## config.mk

```make
export PLATFORM = sky130hd
export DESIGN_NAME = addr_fabric
export DESIGN_NICKNAME = d
export VERILOG_FILES = /design/src/rtl/addr_fabric_pkg.sv /design/src/rtl/addr_region_dec.sv /design/src/rtl/addr_rdata_mux.sv /design/src/rtl/vid_stub_regs.sv /design/src/rtl/addr_fabric.sv
export SDC_FILE = /design/constraint.sdc
export NUM_CORES = 1
export LEC_CHECK = 0
export ABC_AREA = 1
export BUFFER_PORTS_ARGS = -buffer_cell sky130_fd_sc_hd__buf_2
export CAP_MARGIN = 15
export CORE_MARGIN = 3
export CORE_UTILIZATION = 36
export DETAILED_ROUTE_END_ITERATION = 10
export HOLD_SLACK_MARGIN = 0.06
export PLACE_DENSITY = 0.55
export SETUP_SLACK_MARGIN = 0.3
export SYNTH_ARGS = -nofsm -noshare
export SYNTH_HDL_FRONTEND = slang
export SYNTH_HIERARCHICAL = 1
export SYNTH_SLANG_ARGS = --single-unit
```

## constraint.sdc

```tcl
create_clock -name clk -period 3.02 [get_ports clk]
set_input_delay 0.906 -clock clk [delete_from_list [all_inputs] [get_ports clk]]
set_output_delay 0.906 -clock clk [all_outputs]
set_load 0.03 [all_outputs]
```

## src/rtl/addr_fabric_pkg.sv

```systemverilog
// Package: shared widths, region codes and idle byte for the decoder fabric.
// Assumes a 16-bit byte address and an 8-bit data path.
package addr_fabric_pkg;
    localparam int ADDR_W = 16;
    localparam int DATA_W = 8;
    localparam int OFS_W  = 15;
    localparam int NBYT_W = 3;

    localparam logic [DATA_W-1:0] IDLE_BYTE = 8'hFF;

    typedef enum logic [2:0] {
        RGN_NONE,
        RGN_RAM,
        RGN_GPIO,
        RGN_SND,
        RGN_VID,
        RGN_ROM,
        RGN_PORT
    } region_e;

    // Offset mask that keeps only the lines inside a region.
    function automatic logic [OFS_W-1:0] region_mask(region_e rgn);
        case (rgn)
            RGN_RAM:           return 15'h7FFF;
            RGN_ROM:           return 15'h3FFF;
            RGN_VID:           return 15'h07FF;
            RGN_GPIO, RGN_SND: return 15'h00FF;
            default:           return '0;
        endcase
    endfunction
endpackage

```

## src/rtl/addr_region_dec.sv

```systemverilog
// Module: combinational region classifier.
// FULL_DECODE=1 compares every upper line, so the map keeps its holes.
// FULL_DECODE=0 compares bits [15:12] only, so regions alias and fill the holes.
// Assumes the port-space pin overrides every memory region.
module addr_region_dec
    import addr_fabric_pkg::*;
#(
    parameter bit FULL_DECODE = 1'b1
) (
    input  logic [ADDR_W-1:0] addr,
    input  logic              io_space,
    output region_e           rgn,
    output logic [OFS_W-1:0]  ofs
);
    region_e mem_rgn;

    generate
        if (FULL_DECODE) begin : g_full
            // Exhaustive compare of all lines above each region's offset field.
            always_comb begin
                if (!addr[15])                 mem_rgn = RGN_RAM;
                else if (addr[15:14] == 2'b11) mem_rgn = RGN_ROM;
                else if (addr[15:8] == 8'h80)  mem_rgn = RGN_GPIO;
                else if (addr[15:8] == 8'h90)  mem_rgn = RGN_SND;
                else if (addr[15:11] == 5'b10100) mem_rgn = RGN_VID;
                else                           mem_rgn = RGN_NONE;
            end
        end else begin : g_partial
            // Cheap compare of the top nibble only; lower lines fold back.
            always_comb begin
                if (!addr[15])                   mem_rgn = RGN_RAM;
                else if (addr[15:14] == 2'b11)   mem_rgn = RGN_ROM;
                else if (addr[15:12] == 4'b1000) mem_rgn = RGN_GPIO;
                else if (addr[15:12] == 4'b1001) mem_rgn = RGN_SND;
                else                             mem_rgn = RGN_VID;
            end
        end
    endgenerate

    // Port space wins; offset is the masked low lines of the address.
    always_comb begin
        rgn = io_space ? RGN_PORT : mem_rgn;
        ofs = addr[OFS_W-1:0] & region_mask(rgn);
    end
endmodule

```

## src/rtl/addr_rdata_mux.sv

```systemverilog
// Module: read-data steering, picks the byte of the region being accessed.
// Assumes each device presents its byte combinationally for the current address.
module addr_rdata_mux
    import addr_fabric_pkg::*;
(
    input  region_e           rgn,
    input  logic [DATA_W-1:0] ram_rdata,
    input  logic [DATA_W-1:0] gpio_rdata,
    input  logic [DATA_W-1:0] snd_rdata,
    input  logic [DATA_W-1:0] vid_rdata,
    input  logic [DATA_W-1:0] rom_rdata,
    input  logic [DATA_W-1:0] port_rdata,
    output logic [DATA_W-1:0] rdata
);
    // One-level case mux; holes return the idle byte.
    always_comb begin
        case (rgn)
            RGN_RAM:  rdata = ram_rdata;
            RGN_GPIO: rdata = gpio_rdata;
            RGN_SND:  rdata = snd_rdata;
            RGN_VID:  rdata = vid_rdata;
            RGN_ROM:  rdata = rom_rdata;
            RGN_PORT: rdata = port_rdata;
            default:  rdata = IDLE_BYTE;
        endcase
    end
endmodule

```

## src/rtl/vid_stub_regs.sv

```systemverilog
// Module: test stand-in for the video controller register bank.
// Register BG_INDEX drives the background colour. NREGS is a power of two and
// folds over the whole video window.
module vid_stub_regs
    import addr_fabric_pkg::*;
#(
    parameter int NREGS    = 8,
    parameter int BG_INDEX = 3,
    parameter int IDX_W    = $clog2(NREGS)
) (
    input  logic              clk,
    input  logic              rst_n,
    input  logic              we,
    input  logic [IDX_W-1:0]  idx,
    input  logic [DATA_W-1:0] wdata,
    output logic [DATA_W-1:0] rdata,
    output logic [DATA_W-1:0] bg
);
    logic [DATA_W-1:0] regs [NREGS];

    // Register file: cleared by reset, one byte written per enabled cycle.
    always_ff @(posedge clk) begin
        if (!rst_n) begin
            for (int i = 0; i < NREGS; i++) regs[i] <= '0;
        end else if (we) begin
            regs[idx] <= wdata;
        end
    end

    assign rdata = regs[idx];
    assign bg    = regs[BG_INDEX];
endmodule

```

## src/rtl/addr_fabric.sv

```systemverilog
// Module: top of the address decoder fabric.
// Registers one chip-select, offset, write data and read byte per strobe.
// Assumes strobes are single-cycle, and that a write wins when both strobes are high.
module addr_fabric
    import addr_fabric_pkg::*;
#(
    parameter bit FULL_DECODE = 1'b1,
    parameter int VID_REGS    = 8,
    parameter int BG_INDEX    = 3
) (
    input  logic              clk,
    input  logic              rst_n,
    input  logic [15:0]       cpu_addr,
    input  logic [7:0]        cpu_wdata,
    input  logic              cpu_rd,
    input  logic              cpu_wr,
    input  logic              cpu_io,
    input  logic [1:0]        cpu_size,
    input  logic [7:0]        ram_rdata,
    input  logic [7:0]        gpio_rdata,
    input  logic [7:0]        snd_rdata,
    input  logic [7:0]        rom_rdata,
    input  logic [7:0]        port_rdata,
    output logic              sel_ram,
    output logic              sel_gpio,
    output logic              sel_snd,
    output logic              sel_vid,
    output logic              sel_rom,
    output logic              io_stb,
    output logic [15:0]       io_port,
    output logic [2:0]        io_bytes,
    output logic [14:0]       dev_ofs,
    output logic [7:0]        dev_wdata,
    output logic              dev_we,
    output logic [7:0]        rd_data,
    output logic              rd_valid,
    output logic              unmapped,
    output logic [7:0]        bg_colour
);
    localparam int VID_IDX_W = $clog2(VID_REGS);

    region_e           rgn_c;
    logic [OFS_W-1:0]  ofs_c;
    logic [DATA_W-1:0] vid_rd_c;
    logic [DATA_W-1:0] mux_c;
    logic [NBYT_W-1:0] nbytes_c;
    logic              acc_c, wr_c, rd_c, hit_c, vid_we_c;

    addr_region_dec #(.FULL_DECODE(FULL_DECODE)) u_dec (
        .addr     (cpu_addr),
        .io_space (cpu_io),
        .rgn      (rgn_c),
        .ofs      (ofs_c)
    );

    // Strobe qualification: write has priority over read.
    always_comb begin
        wr_c     = cpu_wr;
        rd_c     = cpu_rd & ~cpu_wr;
        acc_c    = cpu_rd | cpu_wr;
        hit_c    = (rgn_c != RGN_NONE);
        vid_we_c = wr_c && (rgn_c == RGN_VID);
    end

    // Port length code to byte count; the spare code falls back to one byte.
    always_comb begin
        case (cpu_size)
            2'd1:    nbytes_c = 3'd2;
            2'd2:    nbytes_c = 3'd4;
            default: nbytes_c = 3'd1;
        endcase
    end

    vid_stub_regs #(.NREGS(VID_REGS), .BG_INDEX(BG_INDEX)) u_vid (
        .clk   (clk),
        .rst_n (rst_n),
        .we    (vid_we_c),
        .idx   (ofs_c[VID_IDX_W-1:0]),
        .wdata (cpu_wdata),
        .rdata (vid_rd_c),
        .bg    (bg_colour)
    );

    addr_rdata_mux u_mux (
        .rgn        (rgn_c),
        .ram_rdata  (ram_rdata),
        .gpio_rdata (gpio_rdata),
        .snd_rdata  (snd_rdata),
        .vid_rdata  (vid_rd_c),
        .rom_rdata  (rom_rdata),
        .port_rdata (port_rdata),
        .rdata      (mux_c)
    );

    // Output register stage: one device cycle per strobe, in issue order.
    always_ff @(posedge clk) begin
        if (!rst_n) begin
            sel_ram   <= 1'b0;
            sel_gpio  <= 1'b0;
            sel_snd   <= 1'b0;
            sel_vid   <= 1'b0;
            sel_rom   <= 1'b0;
            io_stb    <= 1'b0;
            io_port   <= '0;
            io_bytes  <= '0;
            dev_ofs   <= '0;
            dev_wdata <= '0;
            dev_we    <= 1'b0;
            rd_valid  <= 1'b0;
            unmapped  <= 1'b0;
            rd_data   <= IDLE_BYTE;
        end else begin
            sel_ram   <= acc_c && (rgn_c == RGN_RAM);
            sel_gpio  <= acc_c && (rgn_c == RGN_GPIO);
            sel_snd   <= acc_c && (rgn_c == RGN_SND);
            sel_vid   <= acc_c && (rgn_c == RGN_VID);
            sel_rom   <= acc_c && (rgn_c == RGN_ROM);
            io_stb    <= acc_c && (rgn_c == RGN_PORT);
            io_port   <= (acc_c && rgn_c == RGN_PORT) ? cpu_addr : '0;
            io_bytes  <= (acc_c && rgn_c == RGN_PORT) ? nbytes_c : '0;
            dev_ofs   <= acc_c ? ofs_c : '0;
            dev_wdata <= wr_c ? cpu_wdata : '0;
            dev_we    <= wr_c && hit_c;
            rd_valid  <= rd_c;
            unmapped  <= acc_c && !hit_c;
            if (rd_c) rd_data <= mux_c;
        end
    end
endmodule

```

# After elaboration in Yosys (flattened, before gate mapping)
# Memories as Yosys holds them, arrays and structs flattened.
# Index checks and enable logic that the tools add are counted.
[word_totals] mem_bits_rw=64 mem_bits_ro=0 wordCells=63 latch_bits=0 n_memories=1 reg_bits=59
[op_classes] reduce_logical=16 n_bitwise=4 eq_ne=12 n_mul=0 order_cmp=0 div=0 mux=16 add_sub_neg=0 shifts=0
[mem_list] memory="u_vid.regs" words=8 width=8 rd=2 rd_ports_with_merged_regs=0 write_ports=8 line_no="vid_stub_regs.sv:19" source="logic [DATA_W-1:0] regs [NREGS];"
[ops] op="$pmux W15 S4" count=1
[ops] op="$pmux W8 S6" count=1
[ops] op="$mux W3" count=7
[ops] op="$eq A8 B8 Y1 const B" count=2
[ops] op="$and A15 B15 Y15" count=1
[ops] op="$eq A3 B3 Y1 const B" count=3
[ops] op="$logic_and A1 B1 Y1" count=9
[ops] op="$mux W8" count=1
[ops] op="$reduce_or A8 Y1" count=1
[ops] op="$eq A3 B2 Y1 const B" count=2
[ops] op="$pmux W3 S2" count=1
[ops] op="$reduce_and A2 Y1" count=3
[ops] op="$eq A5 B5 Y1 const B" count=1
[ops] op="$mux W1" count=5
[ops] op="$eq A2 B2 Y1 const B" count=2
[ops] op="$eq A3 B1 Y1 const B" count=1
[ops] op="$reduce_bool A3 Y1" count=1
[ops] op="$eq A2 B1 Y1 const B" count=1
[ops] op="$reduce_or A2 Y1" count=1
[ops] op="$and A1 B1 Y1" count=1
[ops] op="$logic_not A1 Y1" count=1
[ops] op="$not A1 Y1" count=1
[ops] op="$or A1 B1 Y1" count=1

# Logic depth before layout (Yosys ltp)
[depth] ltp_word=14 depth_mapped=21

# Cells and area by module
# The synthesis kept the hierarchy.
[modules_own_cells] module="vid_stub_regs" seq_area_each_um2=1921.8 n_inst=1 cells_each=337 area_per_inst_um2=3173.0
[modules_own_cells] module="addr_fabric" seq_area_each_um2=1181.1 n_inst=1 cells_each=203 area_per_inst_um2=1876.8
[modules_own_cells] module="addr_rdata_mux" seq_area_each_um2=0.0 n_inst=1 cells_each=119 area_per_inst_um2=648.1
[modules_own_cells] module="addr_region_dec" seq_area_each_um2=0.0 n_inst=1 cells_each=52 area_per_inst_um2=255.2

# Worst setup path after synthesis
# No wires, ideal clock.
[synth_path] path_type="input port to flip-flop" start="input cpu_addr[15]" end="memory u_vid.regs[6][0], enable pin" path_buffers=1 setup_ns=0.329 path_slack_ns=0.270 t_arrival_ns=2.421 t_required_ns=2.691 cell_stages=9 path_cell_list="inv_2 -> nor2_4 -> inv_1 -> nor2_2 -> nand2_2 -> a21oi_1 -> buf_4 -> nand4_4 -> nand2_1"
[synth_lines] item="start: declaration" line_no="addr_fabric.sv:13" source="input logic [15:0] cpu_addr,"
[synth_lines] item="end: declaration" line_no="vid_stub_regs.sv:19"

# Final worst setup path
[layout_path] start="input cpu_addr[8]" end="register rd_data[4]"
[layout_between] elab_chain_cells=12 word_cells_on_any_way=18
[layout_lines] item="$eq A8 B8 Y1" line_no="addr_region_dec.sv:24" source="else if (addr[15:8] == 8'h90) mem_rgn = RGN_SND;"
[layout_lines] item="$mux W3" line_no="addr_region_dec.sv:24"
[layout_lines] item="$mux W3 *" line_no="addr_region_dec.sv:23" source="else if (addr[15:8] == 8'h80) mem_rgn = RGN_GPIO;"
[layout_lines] item="$mux W3 *" line_no="addr_region_dec.sv:22" source="else if (addr[15:14] == 2'b11) mem_rgn = RGN_ROM;"
[layout_lines] item="$mux W3 *" line_no="addr_region_dec.sv:21" source="if (!addr[15]) mem_rgn = RGN_RAM;"
[layout_lines] item="$mux W3 *" line_no="addr_region_dec.sv:42" source="rgn = io_space ? RGN_PORT : mem_rgn;"
[layout_lines] item="$eq A3 B2 Y1" line_no="addr_fabric_pkg.sv:23" source="case (rgn)"
[layout_lines] item="$reduce_or A2 Y1" line_no="addr_fabric_pkg.sv:23"
[layout_lines] item="$pmux W15 S4 *" line_no="addr_fabric_pkg.sv:23"
[layout_lines] item="$and A15 B15 Y15 *" line_no="addr_region_dec.sv:43" source="ofs = addr[OFS_W-1:0] & region_mask(rgn);"
[layout_lines] item="net ofs_c[0]" line_no="addr_fabric.sv:43" source="logic [OFS_W-1:0] ofs_c;"
[layout_lines] item="$mem_v2 Z8 W8 *"
[layout_lines] item="net vid_rd_c[4]" line_no="addr_fabric.sv:44" source="logic [DATA_W-1:0] vid_rd_c;"
[layout_lines] item="$pmux W8 S6 *" line_no="addr_rdata_mux.sv:17" source="case (rgn)"
[layout_lines] item="net mux_c[4]" line_no="addr_fabric.sv:45" source="logic [DATA_W-1:0] mux_c;"
[layout_lines] item="end signal: assignment" line_no="addr_fabric.sv:126" source="if (rd_c) rd_data <= mux_c;"
[layout_lines] item="end: declaration" line_no="addr_fabric.sv:35" source="output logic [7:0] rd_data,"
# Mark *: on every way through the listed nets, which the timed path passes. The rest lies on a longest branch.
# A chain may end at the register's enable or synchronous reset.

==> results.toml <==
[status]
status = "finished, final reports clean"

[hold_path]
hold_class = "reg -> reg"
worstHoldStart = "rd_data[0]"
hold_depth = 2
whs_endpoint = "rd_data[0]"

[sta]
max-slew-margin-rel = 0.495
finClkSkew_ns = 0.00653
rsz0062_at_grt = "no"
hold_ws_ns = 0.463
hold_viol = 0
setup_violations = 0
worstMarginPinSlew_ns = 0.757
fin_crit_ns = 2.58
fin_crit_sh = 0.855
fmax_mhz = 387
slew_violations = 0

[worst_setup_path]
cp-start-kind = "input pin"
r2r_slack_ns = 1.65
cp_max_fo = 10
rr_worst_depth = 12
required_ns = 3.32
r2r-end = "rd_data[4]"
r2r-start = "u_vid/regs[3][4]"
crit_start = "cpu_addr[8]"
cp-end-kind = "flop"
crit_type = "in -> reg"
cp.arrival_ns = 2.88

[clock_tree]
clk_pin_slew_ns = 0.05
cts_buffer_depth = 2
root_buffer = "clkbuf_16"
h-tree-depth = 4
cts_tree = "done"
clk_latency_ns = 0.41
clock_sinks = 123
cts_buffers = 17
cts_hold_buffers = 0

[floorplanning]
die_height_um = 135
initial_core_util = 0.371
rows = 46
ios = 138
dieArea_um2 = 18100
core_um2 = 16100
die_w_um = 135

[route]
drtIter0Drc = 361
ant_nets = 0
drt_wl_total_mm = 16.2
routedWlPerCell_um = 14.7
via_count = 5098
via_per_inst = 4.61
drc_errors = 0
firstDrtPassIters = 4

[global_route]
grt_max_degree = 32
grt_pass1_wl_mm = 25.5
grt_overflow_total = 0
grt_util_all_layers = 0.181
grt_pass1_vias = 4766
antenna_found_initial = 0

[place]
gp_congestion = 0.859
dpl.hpwl_mm = 11.6
dp_cells = 1062
port_buffers = 137

[power]
leakage_nw = 3.81
peakVddDrop_mv = 0.392
power_mw = 4.32
powerDensity_nw_per_um2 = 561

[layout]
final_cell_mix = "205 x nand2_1, 136 x buf_2, 122 x nor2_1"
diodes = 0
area_growth_syn_to_layout_pct = 29.4
final_common_cell = "nand2_1"
instances_no_fill = 1105
fin_nets = 949
final_layout_size_suffix_gt1_frac = 0.322

[yosys]
yosysTopAreaCell = "edfxtp_1"
synth-simple-area-share = 0.354
synth-compound-area-share = 0.0130
yosys-top-cells-area = "edfxtp_1 32%, dfxtp_1 20%, nand2_1 14%, nor2_1 7.9%, inv_1 4.9%"
synthesis.area_um2 = 5950
synth-xor-area-share = 0
synth_top_area_frac = 0.323
synthAdderAreaFrac = 0.00420
avgSynthCellArea_um2 = 8.37
synth_cell_types = 27
ys.warnings.count = 6
ys_ff_latch = 123
synth_mux_area_frac = 0
synthCells = 711
synth_fp_nets = 784
synth_top_family_by_area = "simple AND/OR/NAND/NOR gates"
synth_seq_area_share = 0.521

[flow_run]
max_cap_viol_count = 0
-- layer usage --
| layer | part of all wire | GRT usage | up-vias | routed length (um) |
|---|---|---|---|---|
| met1 | 0.47 | 0.249 | 2328 | 7560 |
| met2 | 0.45 | 0.279 | 175 | 7340 |
| li1 | - | - | 2577 | - |
| met5 | 0 | 0 | - | 0 |
| met4 | 0.014 | 0.0628 | 0 | 235 |
| met3 | 0.066 | 0.0455 | 18 | 1070 |
-- flip-flops by register name, indices dropped and copies added (netlist names) --
register / flops
io_bytes: 3
dev_ofs: 15
dev_wdata: 8
sel_gpio: 1
u_vid/regs: 64
rd_valid: 1
sel_snd: 1
sel_rom: 1
unmapped: 1
dev_we: 1
rd_data: 8
io_port: 16
sel_vid: 1
io_stb: 1
sel_ram: 1
-- Yosys cell counts, drive strengths merged --
master  number
nor2       152
ha           2
nor3         2
edfxtp      64
nand2      225
inv         87
o21ai        2
nand4       47
a31oi        1
buf         32
a21oi       10
dfxtp       59
nand3       28
-- worst max-delay path, stage by stage --
cell	delay, ns
buf_2	0.12
nor2_4	0.12
nand3_1	0.15
nand2_2	0.13
o21ai_4	0.08
a21oi_4	0.22
inv_4	0.09
buf_6	0.13
clkbuf_16	0.15
nand2_2	0.06
nand2_2	0.06
nand2_1	0.07
nand2_1	0.06
nand2_1	0.08
nand2_1	0.06
nand3_1	0.07
nand2_1	0.05
nor2_1	0.09
nand2_1	0.05
nand2_1	0.07
nand3_1	0.06
-- worst max-delay path by stage --
stage                       endpoint  slack, ns  cells after the start
after CTS                 rd_data[6]       0.41                     19
after detailed placement  rd_data[6]     -0.008                     19
after global placement    rd_data[6]     -0.007                     19
after global routing      rd_data[4]       0.30                     21
after floorplan           rd_data[6]       0.32                     19
final                     rd_data[4]       0.44                     21
-- power by group --
| part | internal, mW | total [mW] | switching [mW] |
|---|---|---|---|
| clock network | 1.14 | 1.84 | 0.703 |
| registers | 1.83 | 1.86 | 0.0277 |
| logic | 0.202 | 0.614 | 0.412 |
| total | 3.17 | 4.32 | 1.14 |
-- cell families (layout without fill, tap and decap cells) --
family                     Yosys count  in the layout
and+or+nand+nor                    454            454
DFF                                123            123
buffers and inverters              119            297
AOI/OAI and AO/OA                   13             13
adders and majority gates            2              2
-- through the flow --
stage	setup TNS (ns)	util	worst slack (ns)	instance area, um2
2_1_floorplan	0	-	0.323	5960
4_1_cts	0	0.465	0.409	7470
6_report	0	0.480	0.439	7700
5_1_grt	0	0.480	0.296	7700
3_5_place_dp	-0.00849	0.432	-0.00849	6930
3_3_place_gp	-0.00728	0.432	-0.00728	6930
-- layout make-up --
class	instances	area [um2]
Fill cell	1568	8360
Sequential cell	123	3100
Multi-Input combinational cell	469	2330
Timing Repair Buffer	178	1110
Clock buffer	26	500
Inverter	87	349
Tap cell	216	270
Clock inverter	6	37.5
-- what timing repair did --
action,4_1_cts,5_1_grt
endpoints found under the setup margin,0,16
hold endpoints to repair,0,0
setup buffers,0,10
gates resized for setup,0,42
No activity file was read; power rests on OpenSTA's default activity.
